[config.mk]
export PLATFORM = sky130hd
export DESIGN_NAME = fwd_win_bridge
export DESIGN_NICKNAME = d
export VERILOG_FILES = /design/src/rtl/fwd_win_pkg.sv /design/src/rtl/fwd_win_fsm.sv /design/src/rtl/fwd_win_timer.sv /design/src/rtl/fwd_win_irq.sv /design/src/rtl/fwd_win_bridge.sv
export SDC_FILE = /design/constraint.sdc
export NUM_CORES = 1
export LEC_CHECK = 0
export BUFFER_PORTS_ARGS = -buffer_cell sky130_fd_sc_hd__buf_2
export CAP_MARGIN = 40
export CORE_ASPECT_RATIO = 1.25
export CORE_MARGIN = 3
export CORE_UTILIZATION = 45
export CTS_CLUSTER_DIAMETER = 60
export DETAILED_ROUTE_END_ITERATION = 10
export GPL_TIMING_DRIVEN = 0
export PLACE_DENSITY = 0.8
export SLEW_MARGIN = 20
export SYNTH_ARGS = -nofsm -noshare
export SYNTH_HDL_FRONTEND = slang
export SYNTH_SLANG_ARGS = --single-unit
[constraint.sdc]
create_clock -name clk -period 3.5 [get_ports clk]
set_input_delay 0.35 -clock clk [delete_from_list [all_inputs] [get_ports clk]]
set_output_delay 0.35 -clock clk [all_outputs]
set_load 0.005 [all_outputs]
[src/rtl/fwd_win_pkg.sv]
package fwd_win_pkg;
    typedef enum logic [1:0] {
        ST_IDLE = 2'd0,
        ST_WAIT = 2'd1,
        ST_RESP = 2'd2
    } win_state_t;

    localparam int REG_STATUS = 0;
    localparam int REG_ENABLE = 1;
    localparam int REG_CLEAR  = 2;
endpackage

[src/rtl/fwd_win_fsm.sv]
module fwd_win_fsm
    import fwd_win_pkg::*;
(
    input  logic       clk,
    input  logic       rst_n,
    input  logic       host_sel,
    input  logic       is_local,
    input  logic       ext_ack,
    input  logic       tmo_hit,
    output win_state_t state,
    output logic       accept_ext,
    output logic       accept_loc,
    output logic       ext_done,
    output logic       ext_tmo
);
    win_state_t nxt;

    always_ff @(posedge clk) begin
        if (!rst_n) state <= ST_IDLE;
        else        state <= nxt;
    end

    always_comb begin
        nxt        = state;
        accept_ext = 1'b0;
        accept_loc = 1'b0;
        ext_done   = 1'b0;
        ext_tmo    = 1'b0;
        unique case (state)
            ST_IDLE: begin
                if (host_sel) begin
                    if (is_local) begin
                        accept_loc = 1'b1;
                        nxt        = ST_RESP;
                    end else begin
                        accept_ext = 1'b1;
                        nxt        = ST_WAIT;
                    end
                end
            end
            ST_WAIT: begin
                if (ext_ack) begin
                    ext_done = 1'b1;
                    nxt      = ST_RESP;
                end else if (tmo_hit) begin
                    ext_tmo = 1'b1;
                    nxt     = ST_RESP;
                end
            end
            ST_RESP: nxt = ST_IDLE;
            default: nxt = ST_IDLE;
        endcase
    end
endmodule

[src/rtl/fwd_win_timer.sv]
module fwd_win_timer #(
    parameter int TIMEOUT = 16
) (
    input  logic clk,
    input  logic rst_n,
    input  logic run,
    output logic hit
);
    localparam int CW = $clog2(TIMEOUT + 1);
    localparam logic [CW-1:0] LAST = CW'(TIMEOUT - 1);

    logic [CW-1:0] cnt;

    always_ff @(posedge clk) begin
        if (!rst_n || !run) cnt <= '0;
        else if (cnt != LAST) cnt <= cnt + 1'b1;
    end

    assign hit = run && (cnt == LAST);
endmodule

[src/rtl/fwd_win_irq.sv]
module fwd_win_irq (
    input  logic clk,
    input  logic rst_n,
    input  logic pulse,
    input  logic en_wr,
    input  logic en_val,
    input  logic clr_wr,
    input  logic clr_val,
    output logic status,
    output logic enable,
    output logic irq
);
    always_ff @(posedge clk) begin
        if (!rst_n) begin
            status <= 1'b0;
            enable <= 1'b0;
        end else begin
            if (pulse)                 status <= 1'b1;
            else if (clr_wr && clr_val) status <= 1'b0;
            if (en_wr) enable <= en_val;
        end
    end

    assign irq = status & enable;
endmodule

[src/rtl/fwd_win_bridge.sv]
module fwd_win_bridge
    import fwd_win_pkg::*;
#(
    parameter int TIMEOUT   = 16,
    parameter int DW        = 32,
    parameter int AW        = 32,
    parameter int EXT_AW    = 8,
    parameter int LOCAL_BIT = 8
) (
    input  logic              clk,
    input  logic              rst_n,
    input  logic              host_sel,
    input  logic              host_rnw,
    input  logic [AW-1:0]     host_addr,
    input  logic [DW/8-1:0]   host_be,
    input  logic [DW-1:0]     host_wdata,
    output logic [DW-1:0]     host_rdata,
    output logic              host_ack,
    output logic              host_err,
    output logic              ext_req,
    output logic              ext_rnw,
    output logic [EXT_AW-1:0] ext_addr,
    output logic [DW/8-1:0]   ext_be,
    output logic [DW-1:0]     ext_wdata,
    input  logic [DW-1:0]     ext_rdata,
    input  logic              ext_ack,
    input  logic              irq_pulse,
    output logic              irq_out
);
    localparam int BEW  = DW / 8;
    localparam int WSEL = EXT_AW - 2;

    win_state_t state;
    logic accept_ext, accept_loc, ext_done, ext_tmo, tmo_hit;
    logic in_wait, in_resp;
    logic irq_status, irq_enable;
    logic [WSEL-1:0] word_q;
    logic [BEW-1:0]  be_q;
    logic [DW-1:0]   wdata_q, rdata_q, loc_rdata;
    logic            rnw_q, err_q;
    logic [1:0]      loc_idx;
    logic            loc_wr, lane0;

    fwd_win_fsm u_fsm (
        .clk        (clk),
        .rst_n      (rst_n),
        .host_sel   (host_sel),
        .is_local   (host_addr[LOCAL_BIT]),
        .ext_ack    (ext_ack),
        .tmo_hit    (tmo_hit),
        .state      (state),
        .accept_ext (accept_ext),
        .accept_loc (accept_loc),
        .ext_done   (ext_done),
        .ext_tmo    (ext_tmo)
    );

    assign in_wait = (state == ST_WAIT);
    assign in_resp = (state == ST_RESP);

    fwd_win_timer #(.TIMEOUT(TIMEOUT)) u_timer (
        .clk   (clk),
        .rst_n (rst_n),
        .run   (in_wait),
        .hit   (tmo_hit)
    );

    assign loc_idx = host_addr[3:2];
    assign loc_wr  = accept_loc && !host_rnw;
    assign lane0   = host_be[BEW-1];

    fwd_win_irq u_irq (
        .clk     (clk),
        .rst_n   (rst_n),
        .pulse   (irq_pulse),
        .en_wr   (loc_wr && lane0 && (loc_idx == 2'(REG_ENABLE))),
        .en_val  (host_wdata[0]),
        .clr_wr  (loc_wr && lane0 && (loc_idx == 2'(REG_CLEAR))),
        .clr_val (host_wdata[0]),
        .status  (irq_status),
        .enable  (irq_enable),
        .irq     (irq_out)
    );

    always_comb begin
        loc_rdata = '0;
        unique case (loc_idx)
            2'(REG_STATUS): loc_rdata[0] = irq_status;
            2'(REG_ENABLE): loc_rdata[0] = irq_enable;
            default:        loc_rdata    = '0;
        endcase
    end

    always_ff @(posedge clk) begin
        if (!rst_n) begin
            word_q  <= '0;
            be_q    <= '0;
            wdata_q <= '0;
            rnw_q   <= 1'b0;
            rdata_q <= '0;
            err_q   <= 1'b0;
        end else begin
            if (accept_ext) begin
                word_q  <= host_addr[EXT_AW-1:2];
                be_q    <= host_be;
                wdata_q <= host_wdata;
                rnw_q   <= host_rnw;
                err_q   <= 1'b0;
            end
            if (accept_loc) begin
                rdata_q <= host_rnw ? loc_rdata : '0;
                err_q   <= 1'b0;
            end
            if (ext_done) rdata_q <= rnw_q ? ext_rdata : '0;
            if (ext_tmo) begin
                rdata_q <= '0;
                err_q   <= 1'b1;
            end
        end
    end

    assign ext_req    = in_wait;
    assign ext_rnw    = rnw_q;
    assign ext_addr   = {word_q, 2'b00};
    assign ext_be     = be_q;
    assign ext_wdata  = wdata_q;
    assign host_ack   = in_resp;
    assign host_err   = in_resp && err_q;
    assign host_rdata = in_resp ? rdata_q : '0;
endmodule

# --- Word level (Yosys, flattened, before mapping) ---
# Cells that the tools add are included.
# Widths: inputs -> output; s select.
word_totals:
  regBits: 85
  out_inout_bits: 81
  word_cells: 66
op_classes:
  add_sub_neg: 1
  eq_ne: 8
  n_mux: 27
  bitwise: 2
  reduce_logical: 18
ops:
  columns: ["op", "n"]
  rows:
  - ["$mux 32", 4]
  - ["$mux 1", 17]
  - ["$mux 2", 4]
  - ["$logic_and 1x1->1", 7]
  - ["$add 5x1->5 const B", 1]
  - ["$eq 5x4->1 const B", 1]
  - ["$ne 5x4->1 const B", 1]
  - ["$eq 2x1->1 const B", 2]
  - ["$eq 2x2->1 const B", 2]
  - ["$logic_not 2->1", 2]
  - ["$pmux 2 s2", 1]
  - ["$reduce_bool 2->1", 2]
  - ["$logic_not 1->1", 3]
  - ["$ne 3x3->1 const B", 1]
  - ["$reduce_bool 3->1", 1]
  - ["$ne 2x2->1 const B", 1]
  - ["$pmux 1 s2", 1]
  - ["$reduce_and 2->1", 1]
  - ["$reduce_or 2->1", 1]
  - ["$and 1x1->1", 1]
  - ["$logic_or 1x1->1", 1]
  - ["$not 1->1", 1]

# --- Depth between registers and ports, before layout ---
# Gate-level depths: netlist of run 1.
depth:
  ltp_word: 9
  depth_mapped: 8

# --- Cells and area by module ---
# A second synthesis of run 1 with hierarchy kept.
unflattened:
  cells_unflattened: 344
  hier_area_um2: 3508.4
modules_own_cells:
  columns: ["module", "n_inst", "cells_each", "area_each_um2", "seq_area_each_um2"]
  rows:
  - ["fwd_win_bridge", 1, 298, 3055.4, 1521.5]
  - ["fwd_win_timer", 1, 25, 252.7, 100.1]
  - ["fwd_win_fsm", 1, 13, 122.6, 40.0]
  - ["fwd_win_irq", 1, 8, 77.6, 40.0]

# --- Worst setup path before layout of run 1 ---
# No wires, ideal clock.
synth_timing:
  path_type: "register to register"
  startpoint: "reg u_timer.cnt[0]"
  endpoint: "reg rdata_q[10]"
  setup_ns: 0.128
  t_arrival_ns: 1.599
  path_slack_ns: 1.774
  path_stages_with_launch: 9
  path_buffers: 2
  synth_period_minus_slack_ns: 1.726
  path_cell_list: "dfxtp_1 > ha_1 > and3_1 > ha_1 > buf_2 > nand2b_1 > o21ai_1 > clkbuf_1 > nor2_1"
synth_via:
  elab_chain_len: 6
synth_rtl:
  columns: ["element", "line", "rtl"]
  rows:
  - ["start: declaration", "fwd_win_timer.sv:12", "logic [CW-1:0] cnt;"]
  - ["start signal: assignment", "fwd_win_timer.sv:16", "else if (cnt != LAST) cnt <= cnt + 1'b1;"]
  - ["$eq 5x4->1", "fwd_win_timer.sv:19", "assign hit = run && (cnt == LAST);"]
  - ["$logic_and 1x1->1", "fwd_win_timer.sv:19", null]
  - ["$mux 1", "fwd_win_fsm.sv:45", "end else if (tmo_hit) begin"]
  - ["$mux 1", "fwd_win_fsm.sv:42", "if (ext_ack) begin"]
  - ["$mux 1", "fwd_win_fsm.sv:29", "unique case (state)"]
  - ["$reduce_or 2->1 (no line)", null, null]
  - ["end signal: assignment", "fwd_win_bridge.sv:111", "rdata_q <= host_rnw ? loc_rdata : '0;"]
  - ["end signal: assignment", "fwd_win_bridge.sv:114", "if (ext_done) rdata_q <= rnw_q ? ext_rdata : '0;"]
  - ["end: declaration", "fwd_win_bridge.sv:39", "logic [DW-1:0] wdata_q, rdata_q, loc_rdata;"]
# Every way passes these cells.
# A chain may end at the register's enable or synchronous reset.

# --- Worst setup path in the final report of run 1 ---
layout_timing:
  startpoint: "reg u_fsm.state[1]"
  endpoint: "out host_rdata[30]"
layout_via:
  elab_chain_len: 2
layout_rtl:
  columns: ["element", "line", "rtl"]
  rows:
  - ["start: declaration", "fwd_win_fsm.sv:10", "output win_state_t state,"]
  - ["start signal: assignment", "fwd_win_fsm.sv:20", "else state <= nxt;"]
  - ["$eq 2x2->1", "fwd_win_bridge.sv:59", "assign in_resp = (state == ST_RESP);"]
  - ["$mux 32", "fwd_win_bridge.sv:129", "assign host_rdata = in_resp ? rdata_q : '0;"]
  - ["end: declaration", "fwd_win_bridge.sv:17", "output logic [DW-1:0] host_rdata,"]
# Every way passes these cells.

==> impl_metrics.toml, run 1 <==
[status]
status = "finished clean"

[critical_path]
largest_fanout_on_the_critical_path = 10
regToRegStartpoint = "u_timer.cnt[0]"
worst_path_dominant_cell_family = "buffers and inverters"
crit_path_top_delay_cell = "clkbuf_1"
critical_path.startpoint = "u_fsm.state[1]"
critical-path-max-stage-delay_ps = 390
cp_cell_sequence = "buf_6, nor2b_1, clkbuf_1, and2_1, buf_2"
setup.worst_path.start_class = "flip-flop"
cp.buffers_inverters = 3
crit_required_ps = 3150
worstSetupPathType = "flip-flop to output pin"
worst-endpoint-arrival_ps = 1940
timing.critical_path.to_type = "output pin"

[pwr]
total_power_uw = 2010
max-vdd-ir-drop_v = 0.000285
static_leak_uw = 0.00218
p_per_area_nw_per_um2 = 425

[min_path]
worstHoldStart = "irq_pulse"
worst_min_path_class = "input pin to flip-flop"

[synth]
synth_cells = 402
synth_enable_flop_cells = 0
synth-seq-area-share = 0.474
async_set_reset_flop_share_out_of_synthesis = 0
synthMostInstantiatedCell = "nand2_1"
synth_top_area_share = 0.474
synth.mux.area_fraction = 0.00871
avgSynthCellArea_um2 = 8.93
synth_top_cell_by_area = "dfxtp_1"
synth-compound-area-share = 0.193
post_synth_main_area_contributors = "dfxtp_1, nand2_1, a32oi_1"
synthesis.yosys.warnings = 0
synth.lib_cells_used.distinct = 41
syn-cell-area_um2 = 3590
synth.cells.most_frequent = "nand2_1, dfxtp_1, nor2_1"
synthFlopType = "dfxtp_1"
post_synthesis_share_of_cell_area_spent_on_xor_and_xnor_gates = 0.00732
synthSimpleGateAreaFrac = 0.251
synth_top_family_by_area = "simple AND/OR/NAND/NOR gates"
synth_adder_area_share = 0.00697
yosys_register_bits = 85

[route]
ant_nets = 0
routed_wirelength_um = 9290
route.vias.total = 3443
first_drt_iteration_drcs = 124
drc_markers = 0
firstDrtPassIters = 4
drt-vias-per-instance = 5.14
wl_per_cell_um = 13.9

[placed_design]
detailed_place_hpwl_um = 7120
dp_slack_ps = 1410
post_dp_area_um2 = 4510
port-buffer-count = 159
place.gp.congestion = 0.799

[clock_tree]
sinks_on_the_clock_net = 85
htree_num_levels = 3
clockBufferDepth = 2
ctsResizeCount = 0
root_buf_cell = "clkbuf_8"
cts_inserted_buffers = 9
ctsHoldBuffers = 0
cts_tree = "done"
worst_skew_pair.late_latency_ps = 350
setup_fix_bufs_post_cts = 0
cts.reportedPaths.clkPinSlew_ps = 80

[final_layout]
final_design_area_no_fill_um2 = 4740
total_number_of_nets_in_the_final_design = 681
insertedDiodeCount = 0
layout.filler_cells = 659
seq_area_um2 = 1700
area_growth_pct = 32.0
multi_input_logic_area_um2 = 1690
drive_above_1_share = 0.365

[timing]
setup_viol = 0
totalNegativeSetupSlack_ps = 0
max_freq_mhz = 437
worst_clock_skew_ps = 9.55
period_share = 0.654
tightest_slew_ps = 549
timing.final.ws_setup_ps = 1210
finalHoldViolCount = 0
period_minus_slack_ps = 2290
slew_violations = 0
grt_setup_unrepaired = "false"
timing.slew.headroom = 0.632

[grt]
grt_pass1_vias = 3453
antenna_found_initial = 0
global_route_wire_length_before_repair_um = 15400
grt_max_degree = 15
gr-usage-all-layers = 0.207
globalRouteOverflowTotal = 0

[die]
initial_core_utilization = 0.474
die-width_um = 85.9
fp.dieH_um = 106
die_area_um2 = 9090
rows = 35
design.core.area_um2 = 7580
top_level_ports = 187

[flow_run]
max_cap_violations = 0
-- logic make-up (layout without fill, tap and decap cells) --
family	after synthesis	in the layout
XOR/XNOR	3	3
AO/OA/AOI/OAI	84	84
adder cells (fa/ha/maj)	2	2
multiplexers	3	3
flip-flops	85	85
buffers and inverters	38	213
other	1	2
AND/OR/NAND/NOR	186	186
-- report_power, final --
group | leakage, uW | internal (uW) | total (uW) | switching [uW]
logic | 0.00138 | 102 | 217 | 115
clock network | 0.000108 | 441 | 787 | 346
registers | 0.000690 | 995 | 1010 | 14.6
-- metal layers --
| metal | share of wire | wire, um | up-vias | global-route usage |
|---|---|---|---|---|
| li1 | - | - | 1694 | - |
| met1 | 0.40 | 3700 | 1603 | 0.240 |
| met2 | 0.51 | 4770 | 121 | 0.353 |
| met3 | 0.053 | 492 | 25 | 0.0414 |
| met4 | 0.035 | 327 | 0 | 0.107 |
| met5 | 0 | 0 | - | 0 |
-- tightest hold or removal path, delay by kind of cell --
kind / cells / cell delay (ps)
buffers and inverters: 1 / 70
AO/OA/AOI/OAI: 1 / 60
AND/OR/NAND/NOR: 1 / 40
-- layout make-up --
type,instances,area share
sequential,85,0.359
multi-input combinational,280,0.356
timing repair buffer,159,0.168
buffer,36,0.0420
clock buffer,11,0.0319
tap,92,0.0243
clock inverter,5,0.0174
inverter,2,0.00158
-- final timing paths --
path	depth (start not counted)	slack, ps	end
worst max-delay path	5	1210	host_rdata[30]
worst min-delay path	3	220	u_irq.status
worst max register to register	8	1400	rdata_q[6]
worst min register to register	2	450	ext_be[0]
-- sequential cells by signal, summed over array words and instances (netlist names) --
name,count
word_q,6
u_irq.enable,1
rdata_q,32
ext_rnw,1
u_timer.cnt,5
ext_wdata,32
u_irq.status,1
err_q,1
ext_be,4
u_fsm.state,2
-- layout by cell type, fill, tap and decap left out, drive strengths merged, types with 2 or more instances in the layout --
master    Yosys  routed
bufinv        0       2
and2         34      34
clkbuf       19      30
nand4b        2       2
a21oi         2       2
o21ai         4       4
nand2b        3       3
xor2          2       2
a32oi        31      31
nor2b         3       3
mux2i         2       2
ha            2       2
buf          17     176
dfxtp        85      85
a21boi       44      44
nand3b        2       2
nand2        92      92
nor2         39      39
nor4b         2       2
conb          1       2
inv           2       2
clkinvlp      0       3
-- through the flow --
step	std cells	hold WS, ps	util
CTS	670	198	0.626
global route	670	218	0.626
global placement	654	438	0.595
finish	670	215	0.626
detailed placement	654	444	0.595
floorplan	403	440	-
No activity file was read; power rests on OpenSTA's default activity.
==> run 2: changes to the inputs <==
--- a/config.mk
+++ b/config.mk
@@ -5,15 +5,16 @@
 export SDC_FILE = /design/constraint.sdc
 export NUM_CORES = 1
 export LEC_CHECK = 0
+export ABC_AREA = 1
 export BUFFER_PORTS_ARGS = -buffer_cell sky130_fd_sc_hd__buf_2
 export CAP_MARGIN = 40
 export CORE_ASPECT_RATIO = 1.25
 export CORE_MARGIN = 3
-export CORE_UTILIZATION = 45
+export CORE_UTILIZATION = 41
 export CTS_CLUSTER_DIAMETER = 60
 export DETAILED_ROUTE_END_ITERATION = 10
 export GPL_TIMING_DRIVEN = 0
-export PLACE_DENSITY = 0.8
+export PLACE_DENSITY = 0.77
 export SLEW_MARGIN = 20
 export SYNTH_ARGS = -nofsm -noshare
 export SYNTH_HDL_FRONTEND = slang
==> constraint.sdc (replaced) <==
create_clock -name clk -period 2.1 [get_ports clk]
set_input_delay 0.21 -clock clk [delete_from_list [all_inputs] [get_ports clk]]
set_output_delay 0.21 -clock clk [all_outputs]
set_load 0.005 [all_outputs]
==> impl_metrics.toml, run 2 <==
[route]
route.vias.total = 3482
wl_per_cell_um = 11.2
drt-vias-per-instance = 4.49
drc_markers = 0
routed_wirelength_um = 8720
ant_nets = 0
first_drt_iteration_drcs = 167
firstDrtPassIters = 4

[synth]
yosys_register_bits = 85
syn-cell-area_um2 = 3570
synthMostInstantiatedCell = "nor2_1"
synth_enable_flop_cells = 0
synth_top_cell_by_area = "dfxtp_1"
synth_top_family_by_area = "simple AND/OR/NAND/NOR gates"
synth.mux.area_fraction = 0
avgSynthCellArea_um2 = 7.40
synthesis.yosys.warnings = 0
async_set_reset_flop_share_out_of_synthesis = 0
synth_top_area_share = 0.476
synth_cells = 483
synth_adder_area_share = 0.00701
synthFlopType = "dfxtp_1"
post_synth_main_area_contributors = "dfxtp_1, nor2_1, nand2_1"
synth.cells.most_frequent = "nor2_1, dfxtp_1, nand2_1"
post_synthesis_share_of_cell_area_spent_on_xor_and_xnor_gates = 0
synth-compound-area-share = 0.145
synth.lib_cells_used.distinct = 26
synthSimpleGateAreaFrac = 0.258
synth-seq-area-share = 0.476

[clock_tree]
cts_inserted_buffers = 9
htree_num_levels = 3
ctsHoldBuffers = 0
setup_fix_bufs_post_cts = 0
sinks_on_the_clock_net = 85
worst_skew_pair.late_latency_ps = 340
ctsResizeCount = 0
cts_tree = "done"
clockBufferDepth = 2
root_buf_cell = "clkbuf_8"
cts.reportedPaths.clkPinSlew_ps = 90

[timing]
setup_viol = 0
period_minus_slack_ps = 1930
period_share = 0.920
worst_clock_skew_ps = 7.60
grt_setup_unrepaired = "false"
max_freq_mhz = 517
totalNegativeSetupSlack_ps = 0
slew_violations = 0
finalHoldViolCount = 0

[critical_path]
worst_path_dominant_cell_family = "buffers and inverters"
crit_path_top_delay_cell = "dfxtp_1"
r2r.worst_path.cells = 8
largest_fanout_on_the_critical_path = 10
crit_required_ps = 1890
critical_path_cell_count = 6
worstSetupPathType = "flip-flop to output pin"
cp_cell_sequence = "inv_2, nor2_1, inv_2, buf_2, nor2_1, buf_2"
setup.worst_path.start_class = "flip-flop"
timing.critical_path.to_type = "output pin"
cp.buffers_inverters = 4
critical-path-max-stage-delay_ps = 460
worst-endpoint-arrival_ps = 1720

[final_layout]
layout.filler_cells = 807
multi_input_logic_area_um2 = 1470
seq_area_um2 = 1700
drive_above_1_share = 0.351
area_growth_pct = 31.4
total_number_of_nets_in_the_final_design = 762
mostFrequentLayoutCells = "buf_2, nor2_1, dfxtp_1"
final_core_utilization = 0.560
final_common_cell = "buf_2"
insertedDiodeCount = 0

[die]
fp.dieH_um = 110
top_level_ports = 187
die-width_um = 89.5
die_area_um2 = 9880
initial_core_utilization = 0.426
rows = 37
design.core.area_um2 = 8380

[pwr]
p_int_uw = 2310
power_frac_seq = 0.544
power.switching_uw = 852
max-vdd-ir-drop_v = 0.000484
p_per_area_nw_per_um2 = 673
static_leak_uw = 0.00211
clock_power_share = 0.322
total_power_uw = 3160
power.combinational.fraction = 0.134
swShare = 0.270

[grt]
gr-usage-all-layers = 0.179
grt_pass1_vias = 3184
globalRouteOverflowTotal = 0
antenna_found_initial = 0
global_route_wire_length_before_repair_um = 14000
grt_max_degree = 16

[flow_run]
max_cap_violations = 0

[placed_design]
detailed_place_hpwl_um = 6860
port-buffer-count = 159
place.gp.congestion = 0.757

[status]
status = "finished clean"

[min_path]
worst_min_path_class = "input pin to flip-flop"
hold_path_cell_cnt = 3
[run 2: changes by cell type in the layout (fill, tap and decap cells not counted), moves of 5 or more]
cell / previous run / this run
clkbuf_1: 19 / 4
inv_1: 2 / 52
a21boi_1: 30 / 0
nand3_1: 0 / 5
a21oi_1: 2 / 22
a21boi_2: 10 / 0
nor2_1: 39 / 125
nand2_1: 86 / 78
and2_1: 34 / 0
a32oi_1: 31 / 0
o21ai_0: 3 / 40
a21oi_2: 0 / 20
buf_4: 2 / 8
[run 2: layer usage]
layer,share of wire,vias to the layer above,GRT usage
met4,0.0063,0,0.0574
met2,0.49,117,0.313
met5,0,-,0
met3,0.076,4,0.0572
li1,-,1827,-
met1,0.43,1534,0.204
[run 2: cells by family after synthesis]
logic type / Yosys count
AOI/OAI and AO/OA: 88
DFF: 85
adders and majority gates: 2
other: 1
buffers and inverters: 83
and+or+nand+nor: 224
[run 2: power by group through the flow]
stage | Clock [uW] | Sequential, uW | Combinational [uW]
6_report | 1020 | 1720 | 423
2_1_floorplan | 0 | 1760 | 226
3_5_place_dp | 0 | 1760 | 429
3_3_place_gp | 0 | 1760 | 420
4_1_cts | 1060 | 1720 | 430
5_1_grt | 1120 | 1730 | 484
[run 2: per-stage QoR]
step | area, um^2 | hold slack (ps) | cells | setup slack, ps
final | 4690 | 99.8 | 776 | 167
after global routing | 4690 | 84.5 | 776 | 6.35
after CTS | 4690 | 79.2 | 776 | 125
after detailed placement | 4520 | 451 | 760 | 401
after global placement | 4520 | 446 | 760 | 436
after floorplan | 3580 | 344 | 484 | 617
[run 2: path summary, 6_finish.rpt]
path	to	from	slack, ps
setup / recovery	host_rdata[23]	u_fsm.state[1]	170
hold / removal	ext_wdata[29]	host_wdata[29]	100
setup reg to reg	rdata_q[8]	u_timer.cnt[0]	400
hold reg to reg	rdata_q[16]	rdata_q[16]	460
[run 2: tightest hold or removal path, stage by stage]
cell     delay (ps)
buf_2            70
o21ai_1          60
nor2_1           70
[run 2: cell type report]
class,instances,share of cell area
timing repair buffer,159,0.170
clock inverter,7,0.0109
sequential,85,0.363
buffer,27,0.0411
clock buffer,9,0.0264
inverter,56,0.0448
tap,117,0.0312
multi-input combinational,316,0.314
